**src/rtl/adc_rb_pkg.sv**
```systemverilog
package adc_rb_pkg;

  localparam int unsigned BYTE_W = 8;

  typedef enum logic {
    SEL_UPPER = 1'b0,
    SEL_LOWER = 1'b1
  } byte_sel_e;

  // lower byte layout: two result LSBs on top, zero pad, overrun, present
  function automatic logic [BYTE_W-1:0] pack_lower(input logic [1:0] lsbs,
                                                   input logic ovr,
                                                   input logic present);
    return {lsbs, 4'b0000, ovr, present};
  endfunction

endpackage

```
**src/rtl/adc_rb_decode.sv**
```systemverilog
module adc_rb_decode
  import adc_rb_pkg::*;
#(
  parameter int NCH    = 5,
  parameter int CH_W   = 3,
  parameter int ADDR_W = 8
) (
  input  logic [ADDR_W-1:0] addr,
  output logic              hit,
  output logic [CH_W-1:0]   ch,
  output byte_sel_e         sel
);

  localparam logic [ADDR_W-1:0] ADDR_END = ADDR_W'(2 * NCH);

  always_comb begin
    hit = (addr < ADDR_END);
    ch  = addr[CH_W:1];
    sel = addr[0] ? SEL_LOWER : SEL_UPPER;
  end

endmodule

```
**src/rtl/adc_rb_slot.sv**
```systemverilog
module adc_rb_slot
  import adc_rb_pkg::*;
#(
  parameter int RES_W = 10
) (
  input  logic              clk,
  input  logic              rst,
  input  logic              store,
  input  logic [RES_W-1:0]  store_data,
  input  logic              rd_upper,
  input  logic              rd_lower,
  output logic [BYTE_W-1:0] upper_byte,
  output logic [BYTE_W-1:0] lower_byte
);

  localparam int LSB_W = RES_W - BYTE_W;

  logic [RES_W-1:0] res_q;
  logic             present_q;
  logic             ovr_q;
  logic             up_seen_q;
  logic             lo_seen_q;
  logic             prev_consumed;

  // previous result fully read, counting a read in this very cycle
  assign prev_consumed = (up_seen_q | rd_upper) & (lo_seen_q | rd_lower);

  always_ff @(posedge clk) begin
    if (rst) begin
      res_q     <= '0;
      present_q <= 1'b0;
      ovr_q     <= 1'b0;
      up_seen_q <= 1'b1;
      lo_seen_q <= 1'b1;
    end else if (store) begin
      res_q     <= store_data;
      present_q <= 1'b1;
      ovr_q     <= (ovr_q & ~rd_lower) | ~prev_consumed;
      up_seen_q <= 1'b0;
      lo_seen_q <= 1'b0;
    end else begin
      if (rd_upper) up_seen_q <= 1'b1;
      if (rd_lower) begin
        lo_seen_q <= 1'b1;
        present_q <= 1'b0;
        ovr_q     <= 1'b0;
      end
    end
  end

  assign upper_byte = res_q[RES_W-1 -: BYTE_W];
  assign lower_byte = pack_lower(res_q[LSB_W-1:0], ovr_q, present_q);

endmodule

```
**src/rtl/adc_rb_bank.sv**
```systemverilog
module adc_rb_bank
  import adc_rb_pkg::*;
#(
  parameter int NUM_CH = 4,
  parameter int RES_W  = 10,
  parameter int ADDR_W = 8,
  parameter int CH_W   = $clog2(NUM_CH + 1)
) (
  input  logic              clk,
  input  logic              rst,
  input  logic              cv_we,
  input  logic [CH_W-1:0]   cv_ch,
  input  logic [RES_W-1:0]  cv_data,
  input  logic              bus_rd,
  input  logic              bus_wr,
  input  logic [ADDR_W-1:0] bus_addr,
  output logic [7:0]        bus_rdata
);

  localparam int NCH = NUM_CH + 1;

  logic              dec_hit;
  logic [CH_W-1:0]   dec_ch;
  byte_sel_e         dec_sel;
  logic              rd_en;
  logic [BYTE_W-1:0] up_b [NCH];
  logic [BYTE_W-1:0] lo_b [NCH];

  assign rd_en = bus_rd & ~bus_wr & dec_hit;

  adc_rb_decode #(
    .NCH   (NCH),
    .CH_W  (CH_W),
    .ADDR_W(ADDR_W)
  ) u_dec (
    .addr(bus_addr),
    .hit (dec_hit),
    .ch  (dec_ch),
    .sel (dec_sel)
  );

  for (genvar k = 0; k < NCH; k++) begin : g_slot
    logic sel_here;
    assign sel_here = rd_en && (dec_ch == CH_W'(k));

    adc_rb_slot #(
      .RES_W(RES_W)
    ) u_slot (
      .clk       (clk),
      .rst       (rst),
      .store     (cv_we && (cv_ch == CH_W'(k))),
      .store_data(cv_data),
      .rd_upper  (sel_here && (dec_sel == SEL_UPPER)),
      .rd_lower  (sel_here && (dec_sel == SEL_LOWER)),
      .upper_byte(up_b[k]),
      .lower_byte(lo_b[k])
    );
  end

  always_comb begin
    bus_rdata = '0;
    if (rd_en) begin
      for (int k = 0; k < NCH; k++) begin
        if (dec_ch == CH_W'(k))
          bus_rdata = (dec_sel == SEL_LOWER) ? lo_b[k] : up_b[k];
      end
    end
  end

endmodule

```
**config.mk**
```make
export PLATFORM = sky130hd
export DESIGN_NAME = adc_rb_bank
export DESIGN_NICKNAME = d
export VERILOG_FILES = /design/src/rtl/adc_rb_pkg.sv /design/src/rtl/adc_rb_decode.sv /design/src/rtl/adc_rb_slot.sv /design/src/rtl/adc_rb_bank.sv
export SDC_FILE = /design/constraint.sdc
export NUM_CORES = 1
export LEC_CHECK = 0
export BUFFER_PORTS_ARGS = -buffer_cell sky130_fd_sc_hd__buf_2
export CAP_MARGIN = 20
export CORE_UTILIZATION = 60
export CTS_CLUSTER_DIAMETER = 120
export DETAILED_ROUTE_END_ITERATION = 8
export PLACE_DENSITY = 0.86
export REMOVE_ABC_BUFFERS = 1
export SETUP_SLACK_MARGIN = 0.15
export SYNTH_ARGS = -nofsm -noshare
export SYNTH_HDL_FRONTEND = slang
export SYNTH_HIERARCHICAL = 1
export SYNTH_SLANG_ARGS = --single-unit
```
**constraint.sdc**
```tcl
create_clock -name clk -period 7.29 [get_ports clk]
set_clock_uncertainty 0.1 [all_clocks]
set_input_delay 2.187 -clock clk [delete_from_list [all_inputs] [get_ports clk]]
set_output_delay 2.187 -clock clk [all_outputs]
set_load 0.02 [all_outputs]
```
==> reports/summary.txt, run 1 <==
Status -> completed
Slew Viols, Final -> 0
Worst Hold Depth -> 2
Synth top area share -> 36.55%
# fillers -> 498
Finished Cell Area -> 3909 um^2
Critical Path RT -> 5000 ps
Crit-path max cell delay -> 560 ps
Post-synth top flop -> dfxtp_1
CP max FO -> 15
Crit. End Element -> output port
Synth Area per Inst -> 9.283 um^2
First drt pass iteration count -> 5
Worst Max-Slew Pin Slew -> 878.0 ps
CTS tree -> built
XOR/XNOR Fraction of Synth Area -> 0%
Gate Count Post-Synth -> 413
Post-synth top cells -> 82 x mux2i_1, 70 x dfxtp_1, 67 x nor2_1
Syn. warnings -> 6
Die H -> 81.94 um
Reg clk slew, reported paths -> 70 ps
Post-synthesis register bit count -> 70
Adder-cell share of the synthesized area -> 0%
Simple-gate share of the synthesized area -> 13.28%
Post-synth EDFFs -> 0
RSZ-0062 raised after global routing -> no
I/O pin count -> 34
Die area -> 6713 um^2
Fmax achieved -> 156.1 MHz
Initial antenna violation count -> 0
# resized after CTS -> 0
Worst VDD drop -> 0.1908 mV
Final setup fails -> 0
Antenna Nets Post-Route -> 0
Final core occ -> 64.87%
Starting Density -> 63.62%
Post-synthesis compound-gate area fraction -> 12.17%
Placed instance count -> 483
Post-CTS setup buffer count -> 0
Asr flop ratio synth -> 0%
ANT cells -> 0
# DRC -> 0
Port bufs -> 33
Final nets -> 445
Slowest stage cell, crit path -> nor2b_1
Rows -> 28
GP Congestion -> 0.8113
H-tree levels -> 3
Crit-path cells -> buf_2, nor2b_1, nand2_1, o21ai_0, o21a_1, buf_2
Die width -> 81.94 um
Initial drt markers -> 244
Time the worst path needs with I/O delays and setup -> 6405 ps
Syn-to-layout area delta -> 1.958%
Crit-path most repeated cell -> buf_2
Layout cells sized above 1 -> 13.21%
Drt wl/cell -> 15.74 um
Core Area -> 6026 um^2
Kind of critical path -> in -> out
Num CTS Buffers -> 9
Cts-stage hold buffer count -> 0
Number of max-cap violations -> 0
Distinct cell type count after synthesis -> 32
Leak Pwr -> 1.581 nW
First-pass GRT wire length -> 12860 um
Cell taking the most area after synthesis -> dfxtp_1
Root buf cell -> clkbuf_8
Final setup TNS -> 0 ps
Vias/cell -> 5.551
Largest net degree at the start of global routing -> 76
Max Root-Sink Buffers -> 2
Worst min path class -> reg -> reg
Seq/Total Area, Yosys -> 36.55%
CP Launch Type -> primary input
Main combinational cell family by area after synthesis -> multiplexers
CTS Sinks -> 70
Dpl hpwl -> 5097 um
Final Hold Vio Count -> 0
Mux share of post-synthesis cell area -> 23.76%
Fin crit share -> 87.86%
Vias in the first global route -> 2721
Overflow after GRT -> 0
Top-count cell post-synth -> mux2i_1
Crit path DAT -> 4120 ps
Worst-skew pair later-pin latency -> 340 ps
Vias after detailed routing -> 2770
Worst reg-to-reg path cell count -> 2
Mapped cell area -> 3834 um^2
PwrDens -> 201.9 nW/um^2
Dpl cell area -> 3707 um^2
Total GRT Usage -> 26.23%
Top cells by area, synth -> dfxtp_1 37%, mux2i_1 21%, buf_4 7.0%, nor2_1 6.6%, o21a_1 3.1%
Cell Count, Final, Fillers Out -> 499
Overall routed net length -> 7853 um
Slew HR -> 41.46%
[routing by layer]
layer / track usage [%] / vias to the layer above / part of all wire (%)
met5: 0 / - / 0
met4: 9.649 / 0 / 1.5
met3: 9.333 / 12 / 6.0
met2: 41.65 / 83 / 47
met1: 32.47 / 1299 / 46
li1: - / 1376 / -
[logic make-up (layout without fill, tap and decap cells)]
logic type	Yosys count	after routing
AO/OA/AOI/OAI	74	74
buffers and inverters	66	62
multiplexers	90	90
AND/OR/NAND/NOR	108	108
other	5	20
flip-flops	70	70
[sequential cells by signal (all words and copies together) (netlist names)]
signal	cells
g_slot.u_slot/res_q	50
g_slot.u_slot/lo_seen_q	5
g_slot.u_slot/ovr_q	5
g_slot.u_slot/present_q	5
g_slot.u_slot/up_seen_q	5
[worst paths after layout]
path	startpoint	end	slack (ps)
max	bus_addr[2]	bus_rdata[2]	890
min	g_slot[0].u_slot/present_q$_SDFFE_PP0P_	g_slot[0].u_slot/present_q$_SDFFE_PP0P_	390
max reg2reg	g_slot[0].u_slot/ovr_q$_SDFFE_PP0P_	g_slot[0].u_slot/ovr_q$_SDFFE_PP0P_	6310
min reg2reg	g_slot[0].u_slot/present_q$_SDFFE_PP0P_	g_slot[0].u_slot/present_q$_SDFFE_PP0P_	390
[layout make-up]
class                      count  area [um^2]  area share [%]
timing repair buffer          40        217.7           5.570
inverter                       6        22.52          0.5762
clock inverter                 3        42.54           1.088
clock buffer                  13        158.9           4.065
multi-input combinational    292         1972           50.45
sequential                    70         1401           35.85
tap                           75        93.84           2.401
[power by group]
| group | internal, mW | leakage (nW) | switching [mW] | total [mW] |
|---|---|---|---|---|
| logic | 0.0309 | 0.914 | 0.0450 | 0.0759 |
| registers | 0.391 | 0.567 | 0.00469 | 0.396 |
| clock network | 0.176 | 0.0996 | 0.141 | 0.317 |
[worst max-delay path, delay by kind of cell]
family	cells	cell delay, ps
buffers and inverters	2	400
AO/OA/AOI/OAI	2	510
AND/OR/NAND/NOR	2	1010
[cells in the final DEF (no fill, tap or decap), types with 4 or more instances in the layout]
master	Yosys	routed
buf_4	36	7
a21oi_1	21	21
dfxtp_1	70	70
or2_0	8	8
nor2_1	67	67
nor3_1	5	4
nand2b_1	5	5
o21a_1	16	16
mux2i_1	82	82
o21bai_1	10	10
clkbuf_8	0	11
nand2_1	6	6
conb_1	5	20
buf_2	8	33
or3b_1	6	6
mux2_1	8	8
o21ai_0	15	15
o31ai_1	5	5
inv_1	6	6
o22a_1	5	5
[metrics by stage]
step / worst slack (ps) / total power [mW] / hold slack [ps]
after floorplan: 1745 / 0.4427 / 342.0
after global placement: 1118 / 0.4767 / 360.9
after detailed placement: 972.2 / 0.4792 / 371.1
after CTS: 934.7 / 0.7928 / 381.5
after global routing: 741.9 / 0.8210 / 399.6
final: 885.4 / 0.7893 / 385.9
Power figures use the tool's default switching activity.
==> run 2, diff against run 1 <==
==> constraint.sdc (replaced) <==
create_clock -name clk -period 7.85 [get_ports clk]
set_clock_uncertainty 0.1 [all_clocks]
set_input_delay 2.355 -clock clk [delete_from_list [all_inputs] [get_ports clk]]
set_output_delay 2.355 -clock clk [all_outputs]
set_load 0.02 [all_outputs]
==> reports/summary.txt, run 2 (synthesized netlist as in run 1, its figures left out) <==
CTS Sinks -> 70 (unchanged)
Critical Path RT -> 5390 ps (+390 ps)
Worst-skew pair later-pin latency -> 340 ps (about the same)
Crit. End Element -> output port
Dpl hpwl -> 4944 um (-3.0%)
Num CTS Buffers -> 9 (unchanged)
Leak Pwr -> 1.596 nW (+0.92%)
Syn-to-layout area delta -> 2.676%
Reg clk slew, reported paths -> 70 ps (about the same)
RR Endpoint -> g_slot[0].u_slot/ovr_q$_SDFFE_PP0P_
Sequential cell area -> 1401 um^2 (unchanged)
Overall routed net length -> 7595 um (-3.3%)
Multi-input logic area -> 1972 um^2 (unchanged)
Rows -> 28 (unchanged)
Port bufs -> 33 (unchanged)
Kind of critical path -> in -> out
Worst Max-Slew Pin Slew -> 999.1 ps (+121.0 ps)
# fillers -> 501 (+0.60%)
Max Root-Sink Buffers -> 2 (unchanged)
Most frequent cells in the layout -> 82 x mux2i_1, 70 x dfxtp_1, 67 x nor2_1, 33 x buf_2, 21 x a21oi_1
PwrDens -> 198.0 nW/um^2 (-1.9%)
Total GRT Usage -> 25.53% (-0.69 points)
Core Area -> 6026 um^2 (unchanged)
Biggest register -> g_slot.u_slot/res_q
Time the worst path needs with I/O delays and setup -> 6627 ps
Most common cell after layout, fill and taps aside -> mux2i_1
I/O pin count -> 34 (unchanged)
Status -> completed
Placed instance count -> 482 (-0.21%)
Crit path DAT -> 4170 ps (+50 ps)
Number of max-cap violations -> 0 (unchanged)
Final setup TNS -> 0 ps (unchanged)
CP Launch Type -> primary input
Hold Crit Start -> g_slot[1].u_slot/present_q$_SDFFE_PP0P_
Overflow after GRT -> 0 (unchanged)
Number of flip-flops in the largest register -> 50 (unchanged)
Post-CTS setup buffer count -> 0 (unchanged)
Vias after detailed routing -> 2757 (-0.47%)
Final core occ -> 65.32% (+0.46 points)
Fin crit share -> 84.42%
Slew HR -> 33.40% (-8.1 points)
Die H -> 81.94 um (unchanged)
Die width -> 81.94 um (unchanged)
Worst reg-to-reg path cell count -> 2 (unchanged)
Initial drt markers -> 163 (-33%)
Vias/cell -> 5.536 (-0.27%)
GP Congestion -> 0.8031 (-1.0%)
Layout cells sized above 1 -> 13.48% (+0.27 points)
RSZ-0062 raised after global routing -> no
Worst VDD drop -> 0.2002 mV (+5.0%)
Cell Count, Final, Fillers Out -> 498 (-0.20%)
Hold Crit Endpoint -> g_slot[1].u_slot/present_q$_SDFFE_PP0P_
Slew Viols, Final -> 0 (unchanged)
Worst min path class -> reg -> reg
First drt pass iteration count -> 4 (-1)
Cts-stage hold buffer count -> 0 (unchanged)
CP max FO -> 15 (unchanged)
Vias in the first global route -> 2724 (+0.11%)
Final Hold Vio Count -> 0 (unchanged)
Worst r2r src -> g_slot[0].u_slot/ovr_q$_SDFFE_PP0P_
Antenna Nets Post-Route -> 0 (unchanged)
ANT cells -> 0 (unchanged)
Initial antenna violation count -> 0 (unchanged)
Drt wl/cell -> 15.25 um (-3.1%)
# resized after CTS -> 0 (unchanged)
CTS tree -> built
Worst Hold Depth -> 2 (unchanged)
Total Power -> 0.7794 mW (-1.3%)
Root buf cell -> clkbuf_8
First-pass GRT wire length -> 12680 um (-1.4%)
H-tree levels -> 3 (unchanged)
Final setup fails -> 0 (unchanged)
Fmax achieved -> 150.9 MHz
Largest net degree at the start of global routing -> 76 (unchanged)
Worst R2R Setup Slack -> 6880 ps (+570 ps)
# DRC -> 0 (unchanged)
Starting Density -> 63.62% (unchanged)
Final nets -> 444 (-0.22%)
Final hold slack -> 382.0 ps (-3.880 ps)
Die area -> 6713 um^2 (unchanged)
-- run 2: cell type report --
class                      instances  area share, %
multi-input combinational        292          50.10
sequential                        70          35.60
timing repair buffer              39          5.340
clock buffer                       9          3.147
clock inverter                     7          2.861
tap                               75          2.384
inverter                           6         0.5722
-- run 2: worst max path at each step --
stage | startpoint | end | slack, ps | depth (start not counted)
3_5_place_dp | bus_addr[0] | bus_rdata[2] | 1260 | 7
5_1_grt | bus_addr[0] | bus_rdata[4] | 1120 | 7
3_3_place_gp | bus_addr[0] | bus_rdata[2] | 1290 | 6
6_report | bus_addr[2] | bus_rdata[5] | 1220 | 6
4_1_cts | bus_addr[0] | bus_rdata[2] | 1250 | 7
2_1_floorplan | bus_addr[6] | bus_rdata[0] | 1970 | 5
-- run 2: report_power, final --
part / switching, mW / internal (mW) / leakage [nW]
clock network: 0.133 / 0.209 / 0.119
registers: 0.00438 / 0.364 / 0.567
logic: 0.0410 / 0.0286 / 0.909
-- run 2: worst max-delay path: stages --
cell and delay [ps]:
buf_2 240, nor2b_1 530, nand2_1 420, o21ai_0 310
o21a_1 160, buf_2 160
-- run 2: layer usage --
metal / track usage (%) / share of wire (%) / vias up / wire length, um
li1: - / - / 1373 / -
met1: 31.60 / 47 / 1298 / 3547
met2: 42.31 / 48 / 77 / 3615
met3: 7.333 / 4.8 / 9 / 368
met4: 8.421 / 0.83 / 0 / 63
met5: 0 / 0 / - / 0
-- run 2: metrics by stage --
| step | setup WS (ps) | area (um^2) |
|---|---|---|
| 3_5_place_dp | 1263 | 3700 |
| 5_1_grt | 1123 | 3936 |
| 2_1_floorplan | 1969 | 3386 |
| 6_report | 1223 | 3936 |
| 3_3_place_gp | 1289 | 3700 |
| 4_1_cts | 1253 | 3936 |
==> run 3, diff against run 2 <==
--- a/config.mk
+++ b/config.mk
@@ -7,10 +7,10 @@
 export LEC_CHECK = 0
 export BUFFER_PORTS_ARGS = -buffer_cell sky130_fd_sc_hd__buf_2
 export CAP_MARGIN = 20
-export CORE_UTILIZATION = 60
+export CORE_UTILIZATION = 54
 export CTS_CLUSTER_DIAMETER = 120
 export DETAILED_ROUTE_END_ITERATION = 8
-export PLACE_DENSITY = 0.86
+export PLACE_DENSITY = 0.82
 export REMOVE_ABC_BUFFERS = 1
 export SETUP_SLACK_MARGIN = 0.15
 export SYNTH_ARGS = -nofsm -noshare
==> constraint.sdc (replaced) <==
create_clock -name clk -period 5.82 [get_ports clk]
set_clock_uncertainty 0.1 [all_clocks]
set_input_delay 1.746 -clock clk [delete_from_list [all_inputs] [get_ports clk]]
set_output_delay 1.746 -clock clk [all_outputs]
set_load 0.02 [all_outputs]
==> reports/summary.txt, run 3 (synthesized netlist as in run 1, its figures left out) <==
Status -> completed
Most common cell after layout, fill and taps aside -> mux2i_1
Antenna Nets Post-Route -> 0 (unchanged)
Worst r2r src -> g_slot[4].u_slot/ovr_q$_SDFFE_PP0P_
Rows -> 30 (+7.1%)
PwrDens -> 264.3 nW/um^2 (+33%)
RR Endpoint -> g_slot[4].u_slot/ovr_q$_SDFFE_PP0P_
Slew HR -> 36.72% (+3.3 points)
Hold Crit Start -> g_slot[4].u_slot/present_q$_SDFFE_PP0P_
GP Congestion -> 0.7966 (-0.81%)
Worst Hold Depth -> 2 (unchanged)
Worst reg-to-reg path cell count -> 2 (unchanged)
Final setup TNS -> 0 ps (unchanged)
CP max FO -> 14 (-1)
First drt pass iteration count -> 4 (unchanged)
Hold Crit Endpoint -> g_slot[4].u_slot/present_q$_SDFFE_PP0P_
RSZ-0062 raised after global routing -> no
Cts-stage hold buffer count -> 0 (unchanged)
Biggest register -> g_slot.u_slot/res_q
Num CTS Buffers -> 9 (unchanged)
Overall routed net length -> 7860 um (+3.5%)
# DRC -> 0 (unchanged)
Worst VDD drop -> 0.1638 mV (-18%)
Vias in the first global route -> 2914 (+7.0%)
Worst-skew pair later-pin latency -> 350 ps (about the same)
Die H -> 86.26 um (+5.3%)
Number of max-cap violations -> 0 (unchanged)
P_int -> 0.8053 mW (+34%)
Final setup fails -> 0 (unchanged)
H-tree levels -> 3 (unchanged)
Crit path DAT -> 3340 ps (-830 ps)
Die width -> 86.26 um (+5.3%)
Fmax achieved -> 192.7 MHz
Kind of critical path -> in -> out
Worst min path class -> reg -> reg
I/O pin count -> 34 (unchanged)
Max Root-Sink Buffers -> 2 (unchanged)
Critical Path RT -> 3970 ps (-1420 ps)
Vias/cell -> 5.354 (-3.3%)
Layout cells sized above 1 -> 13.85% (+0.37 points)
CTS Sinks -> 70 (unchanged)
First-pass GRT wire length -> 13200 um (+4.1%)
Leak Pwr -> 1.611 nW (+0.92%)
Reg power frac -> 47.1% (about the same)
Clk network pwr share -> 43.8% (about the same)
Most frequent cells in the layout -> 82 x mux2i_1, 70 x dfxtp_1, 67 x nor2_1, 33 x buf_2, 21 x a21oi_1
Starting Density -> 56.12% (-7.5 points)
Total Power -> 1.053 mW (+35%)
# resized after CTS -> 0 (unchanged)
Final nets -> 447 (+0.68%)
Post-CTS setup buffer count -> 0 (unchanged)
Initial drt markers -> 136 (-17%)
CTS tree -> built
Gate power share -> 9.0% (about the same)
Largest net degree at the start of global routing -> 44 (-42%)
Port bufs -> 33 (unchanged)
Reg clk slew, reported paths -> 70 ps (about the same)
Vias after detailed routing -> 2795 (+1.4%)
ANT cells -> 0 (unchanged)
Crit. End Element -> output port
Total GRT Usage -> 23.12% (-2.4 points)
Drt wl/cell -> 15.06 um (-1.3%)
Final Hold Vio Count -> 0 (unchanged)
Number of flip-flops in the largest register -> 50 (unchanged)
Initial antenna violation count -> 0 (unchanged)
Switching share of power -> 23.49% (+0.63 points)
Die area -> 7440 um^2 (+11%)
P_sw -> 0.2472 mW (+39%)
Dpl hpwl -> 5201 um (+5.2%)
Fin crit share -> 89.16%
Worst R2R Setup Slack -> 4860 ps (-2020 ps)
Core Area -> 6832 um^2 (+13%)
Overflow after GRT -> 0 (unchanged)
Root buf cell -> clkbuf_8
Worst Max-Slew Pin Slew -> 949.1 ps (-49.93 ps)
Syn-to-layout area delta -> 3.884%
CP Launch Type -> primary input
Slew Viols, Final -> 0 (unchanged)
Time the worst path needs with I/O delays and setup -> 5189 ps
-- run 3: changes by cell type in the layout (fill, tap and decap cells not counted) --
cell,before,now
bufinv_16,3,2
clkinv_2,3,1
clkbuf_1,0,1
clkinvlp_4,1,0
clkbuf_8,9,12
buf_4,6,9
-- run 3: per-stage QoR --
step                setup WS [ps]  hold slack [ps]  instances  utilization [%]  area (um^2)
floorplan                    1157            342.0        368                -         3386
global placement            715.8            359.0        506            54.87         3749
detailed placement          671.8            376.6        506            54.87         3749
CTS                         665.9            387.0        522            58.30         3983
global route                535.2            410.9        522            58.30         3983
finish                      631.1            387.4        522            58.30         3983
-- run 3: layout make-up --
| class | instances | area [um^2] |
|---|---|---|
| clock inverter | 3 | 65.06 |
| sequential | 70 | 1401 |
| tap | 96 | 120.1 |
| timing repair buffer | 42 | 232.7 |
| fill | 630 | 2849 |
| clock buffer | 13 | 168.9 |
| inverter | 6 | 22.52 |
| multi-input combinational | 292 | 1972 |
-- run 3: how the worst max path moves through the flow --
stage | startpoint | end | slack (ps) | cells past startpoint
after floorplan | bus_addr[6] | bus_rdata[0] | 1160 | 5
after global placement | bus_addr[1] | bus_rdata[0] | 720 | 6
after detailed placement | bus_addr[1] | bus_rdata[2] | 670 | 6
after CTS | bus_addr[1] | bus_rdata[2] | 670 | 6
after global routing | bus_addr[1] | bus_rdata[1] | 540 | 6
final | bus_addr[1] | bus_rdata[1] | 630 | 6
-- run 3: power groups by stage --
stage	Combinational, mW	Sequential, mW	Clock, mW
6_report	0.0952	0.496	0.461
5_1_grt	0.104	0.497	0.488
4_1_cts	0.0943	0.496	0.463
3_5_place_dp	0.0939	0.507	0
3_3_place_gp	0.0918	0.506	0
2_1_floorplan	0.0492	0.505	0
-- run 3: per-layer routing --
metal / vias to the layer above / track usage [%] / routed length, um
li1: 1379 / - / -
met1: 1343 / 26.89 / 3542
met2: 63 / 40.40 / 3851
met3: 10 / 5.524 / 368
met4: 0 / 10.30 / 98
met5: - / 0 / 0
-- run 3: worst max-delay path, cell delays in order --
cell and delay, ps:
buf_2 250, or3b_1 580, or2_0 290, a21oi_1 180
o21a_1 140, buf_2 160
